--- config.mk ---
export PLATFORM = sky130hd
export DESIGN_NAME = lshift_barrel
export DESIGN_NICKNAME = d
export VERILOG_FILES = /design/src/rtl/shf_pkg.sv /design/src/rtl/shf_fill.sv /design/src/rtl/shf_stage.sv /design/src/rtl/lshift_barrel.sv
export SDC_FILE = /design/constraint.sdc
export NUM_CORES = 1
export LEC_CHECK = 0
export ABC_AREA = 1
export BUFFER_PORTS_ARGS = -buffer_cell sky130_fd_sc_hd__buf_2
export CAP_MARGIN = 20
export CORE_AREA = 2 2 109 111
export DETAILED_ROUTE_END_ITERATION = 8
export DIE_AREA = 0 0 111 113
export GPL_TIMING_DRIVEN = 0
export MAX_ROUTING_LAYER = met4
export SYNTH_ARGS = -nofsm -noshare
export SYNTH_HDL_FRONTEND = slang
export SYNTH_HIERARCHICAL = 1
export SYNTH_SLANG_ARGS = --single-unit
--- constraint.sdc ---
create_clock -name vclk -period 4.5
set_clock_uncertainty 0.1 [all_clocks]
set_input_delay 1.35 -clock vclk [all_inputs]
set_output_delay 1.35 -clock vclk [all_outputs]
set_load 0.01 [all_outputs]
--- src/rtl/shf_pkg.sv ---
package shf_pkg;
  typedef enum logic { SHF_LEFT = 1'b0, SHF_RIGHT = 1'b1 } shf_dir_e;
  typedef enum logic { SHF_ZERO = 1'b0, SHF_SIGN  = 1'b1 } shf_fill_e;

  // Value shifted into vacated places: the sign only for right sign-fill shifts.
  function automatic logic fill_value(logic to_right, logic keep_sign, logic sign);
    return (to_right == SHF_RIGHT) && (keep_sign == SHF_SIGN) && sign;
  endfunction

  // Per-bit selection of one stage: own bit, lower neighbour or upper neighbour.
  function automatic logic pick_bit(logic en, logic to_right,
                                    logic own, logic from_low, logic from_high);
    if (!en) return own;
    return to_right ? from_high : from_low;
  endfunction
endpackage

--- src/rtl/shf_fill.sv ---
module shf_fill (
  input  logic to_right,
  input  logic keep_sign,
  input  logic sign_in,
  output logic fill
);
  import shf_pkg::*;
  always_comb fill = fill_value(to_right, keep_sign, sign_in);
endmodule

--- src/rtl/shf_stage.sv ---
module shf_stage #(
  parameter int DATA_W = 32,
  parameter int DIST   = 1
) (
  input  logic [DATA_W-1:0] d_in,
  input  logic              en,
  input  logic              to_right,
  input  logic              fill,
  output logic [DATA_W-1:0] d_out
);
  import shf_pkg::*;

  for (genvar i = 0; i < DATA_W; i++) begin : g_bit
    logic low_src;
    logic high_src;
    if (i >= DIST) begin : g_low_in
      assign low_src = d_in[i-DIST];
    end else begin : g_low_zero
      assign low_src = 1'b0;
    end
    if (i + DIST < DATA_W) begin : g_high_in
      assign high_src = d_in[i+DIST];
    end else begin : g_high_fill
      assign high_src = fill;
    end
    assign d_out[i] = pick_bit(en, to_right, d_in[i], low_src, high_src);
  end
endmodule

--- src/rtl/lshift_barrel.sv ---
module lshift_barrel #(
  parameter int DATA_W = 32,
  localparam int AMT_W = $clog2(DATA_W)
) (
  input  logic [DATA_W-1:0] din,
  input  logic [AMT_W-1:0]  amt,
  input  logic              to_right,
  input  logic              keep_sign,
  output logic [DATA_W-1:0] dout
);
  logic                         fill_bit;
  logic [AMT_W:0][DATA_W-1:0]   stage_q;

  shf_fill u_fill (
    .to_right (to_right),
    .keep_sign(keep_sign),
    .sign_in  (din[DATA_W-1]),
    .fill     (fill_bit)
  );

  assign stage_q[0] = din;

  for (genvar k = 0; k < AMT_W; k++) begin : g_stage
    shf_stage #(.DATA_W(DATA_W), .DIST(1 << k)) u_stage (
      .d_in    (stage_q[k]),
      .en      (amt[k]),
      .to_right(to_right),
      .fill    (fill_bit),
      .d_out   (stage_q[k+1])
    );
  end

  assign dout = stage_q[AMT_W];
endmodule

Word-level counts from Yosys, hierarchy flattened
Cells that the tools add are included.
{"block": "op_classes", "n_mux": 320, "reduce_logical": 2}
{"op": "two-way mux 1 bit", "n": 320}
{"op": "logical AND 1 bit", "n": 2}
{"block": "word_totals", "ff_bits": 0, "out_inout_bits": 32, "word_cells": 322}

Depth between registers and ports, before layout
{"block": "logic_depth", "word_depth": 12, "depth_mapped": 22, "mapped_depth_nobuf": 20}

By module
Netlist, hierarchy kept.
{"module": "shf_stage (g_stage[0].u_stage)", "instances": 1, "cells_each": 206, "area_per_inst_um2": 870.8, "seq_area_each_um2": 0.0}
{"module": "shf_stage (g_stage[2].u_stage)", "instances": 1, "cells_each": 191, "area_per_inst_um2": 843.3, "seq_area_each_um2": 0.0}
{"module": "shf_stage (g_stage[1].u_stage)", "instances": 1, "cells_each": 201, "area_per_inst_um2": 820.8, "seq_area_each_um2": 0.0}
{"module": "shf_stage (g_stage[3].u_stage)", "instances": 1, "cells_each": 174, "area_per_inst_um2": 748.2, "seq_area_each_um2": 0.0}
{"module": "shf_stage (g_stage[4].u_stage)", "instances": 1, "cells_each": 142, "area_per_inst_um2": 598.1, "seq_area_each_um2": 0.0}
{"module": "shf_fill", "instances": 1, "cells_each": 3, "area_per_inst_um2": 13.8, "seq_area_each_um2": 0.0}

Worst setup path after synthesis
Ideal clock, no wire load.
{"block": "synth_timing", "path_kind": "input to output", "startpoint": "in to_right", "endpoint": "out dout[27]", "arrival_time_ns": 2.742, "t_required_ns": 3.050, "setup_slack_ns": 0.308, "path_stages": 21, "path_buffers": 2, "cell_sequence": "buf_6 -> clkbuf_4 -> nand2_1 -> nand3_1 -> nand2_1 -> inv_1 -> nand2_1 -> nand3_1 -> nand2_1 -> inv_1 -> nand2_1 -> nand3_1 -> nand2_1 -> inv_1 -> nand2_1 -> nand3_1 -> nand2_1 -> nand2_1 -> nand2_1 -> nand2_1 -> nand2_1"}
{"item": "start: declaration", "line": "lshift_barrel.sv:7", "source": "input logic to_right,"}
{"item": "end: declaration", "line": "lshift_barrel.sv:9", "source": "output logic [DATA_W-1:0] dout"}

==> impl_metrics.tcl <==
set metrics [dict create \
    worstSetupStartpoint "to_right" \
    synthCells 917 \
    ir_worst_vdd_mv 0.0612 \
    grt-ovfl-total 0 \
    drtAntennaViolNets 0 \
    drive_above_1_share 0.457 \
    final-seq-area_sq_um 0 \
    violations "negative setup slack" \
    endpoint "dout[29]" \
    ys_seq_area_frac 0 \
    post_drt_wl_per_cell_um 12.5 \
    track_usage 0.221 \
    stdcell_count 1165 \
    grt_pass1_vias 5104 \
    setup.worst_path.end_class "output port" \
    hold_path_class "input pin to output port" \
    max_slew_margin 0.650 \
    worstPathArrival_ps 3200 \
    hold_viol_final 0 \
    num-clock-buffers 0 \
    placedInstanceArea_sq_mm 0.00440 \
    syn_area_sq_mm 0.00389 \
    p_seq_frac 0 \
    initial_core_util 0.346 \
    yosysWarnings 6 \
    viasPerCell 4.87 \
    post-route-period-util 1.03 \
    drv_cap 0 \
    die_w_um 111 \
    seq_cells 0 \
    antenna_found_initial 0 \
    power_density_mw_per_mm2 133 \
    path_max_fanout 7 \
    intPower_mw 0.290 \
    die_height_um 113 \
    final_common_cell "nand2_1" \
    syn_nets 956 \
    swShare 0.612 \
    holdPathStages 4 \
    rows 39 \
    comb_power_share 1.000 \
    slew_violations 0 \
    io_buffers 66 \
    synth_area_per_cell_sq_um 4.25 \
    design.portCount 71 \
    power.net_switching_mw 0.458 \
    fin_area_sq_mm 0.00563 \
    utilization 0.499 \
    grt_first_pass_wirelength_um 23400 \
    setup_tns_ps -2190 \
    outcome "finished with violations" \
    syn2layout_area_growth_pct 44.5 \
    tightest_slew_ps 524 \
    wirelength_um 14500 \
    finalSetupViolCount 31 \
    dpl.hpwl_um 10500 \
    required_ps 3050 \
    hold_buffers 0 \
    leakagePower_nw 3.55 \
    fin_ws_ps -154 \
    antennaDiodeCount 0 \
    rsz0062_at_grt "true" \
    crit_path_start_kind "input pin" \
    nets 1063 \
    die-area_sq_mm 0.0125 \
    dp.cells 1126 \
    drt_iter0_drc 448 \
    drc 0 \
    first_pass_iters 5 \
    gp_congestion 0.955 \
    layout_common_cells "nand2_1, nand2_2, buf_2" \
    period_needed_ps 4650 \
    max_freq_mhz 215 \
    vias 5669 \
    core_sq_mm 0.0113 \
    yosysUniqueCellTypes 16 \
    clockPowerShare 0 \
    grt_max_degree 11 \
    critPathKind "input pin to output port" \
    finalPower_mw 0.748 \
]
-- metrics by stage --
| step | hold slack [ps] | setup WS [ps] |
|---|---|---|
| floorplan | 2860 | 308 |
| global placement | 3000 | -383 |
| detailed placement | 3000 | -399 |
| CTS | 3000 | -102 |
| global route | 3020 | -280 |
| finish | 2980 | -154 |
-- worst max-delay path, stage by stage --
cell,delay (ps)
buf_12,110
buf_12,140
inv_8,80
buf_6,120
nand2_1,50
nand3_1,60
nand2_1,80
inv_1,70
nand2_1,50
nand3_1,90
nand2_2,80
inv_2,60
nand2_1,50
nand3_1,70
nand2_1,70
inv_2,110
nand2_1,80
nand3_2,70
nand2_2,70
nand2_1,70
nand2_1,50
nand2_1,50
nand2_1,50
buf_2,130
-- how the worst min path moves through the flow --
| stage | startpoint | end | slack, ps |
|---|---|---|---|
| 2_1_floorplan | to_right | dout[0] | 2860 |
| 3_3_place_gp | amt[4] | dout[14] | 3000 |
| 6_report | amt[4] | dout[0] | 2980 |
| 5_1_grt | amt[4] | dout[0] | 3020 |
| 3_5_place_dp | amt[4] | dout[14] | 3000 |
| 4_1_cts | amt[4] | dout[14] | 3000 |
-- routing by layer --
metal  up-vias  track usage  share of wire
li1       2925            -              -
met1      2514        0.291           0.46
met2       201        0.375           0.47
met3        29       0.0129          0.054
met4         0       0.0500          0.022
met5         -            -              0
-- power by group through the flow --
stage	Clock (mW)	Sequential, mW	Combinational, mW
finish	0	0	0.748
global route	0	0	0.824
CTS	0	0	0.648
detailed placement	0	0	0.555
global placement	0	0	0.553
floorplan	0	0	0.403
-- synthesized netlist by cell type --
library cell	n	area (sq um)
buf_12	1	20.0
buf_2	30	150
buf_4	12	90.1
buf_6	14	158
clkbuf_4	2	15.0
inv_1	131	492
inv_2	5	18.8
inv_4	2	12.5
inv_6	2	17.5
nand2_1	571	2140
nand2_2	14	87.6
nand2_4	1	11.3
nand3_1	116	581
nor2_2	1	6.26
o21ai_0	1	5.00
o22ai_1	14	87.6
-- layout make-up --
| class | count | area [sq um] |
|---|---|---|
| well taps | 143 | 179 |
| repair buffers | 105 | 706 |
| plain buffers | 59 | 489 |
| inverters | 140 | 548 |
| multi-input cells | 718 | 3710 |
| fillers | 1214 | 5640 |
-- cell families after synthesis --
kind of cell	synth area share
compound gates	0.0238
simple gates	0.726
buf+inv	0.250
-- timing repair --
action / in CTS / in global routing
gates cloned: 5 / 2
hold endpoints to repair: 0 / 0
resized for setup: 161 / 149
setup buffers: 21 / 11
pin swaps: 91 / 81
endpoints found under the setup margin: 32 / 32
No activity file was read; power rests on OpenSTA's default activity.
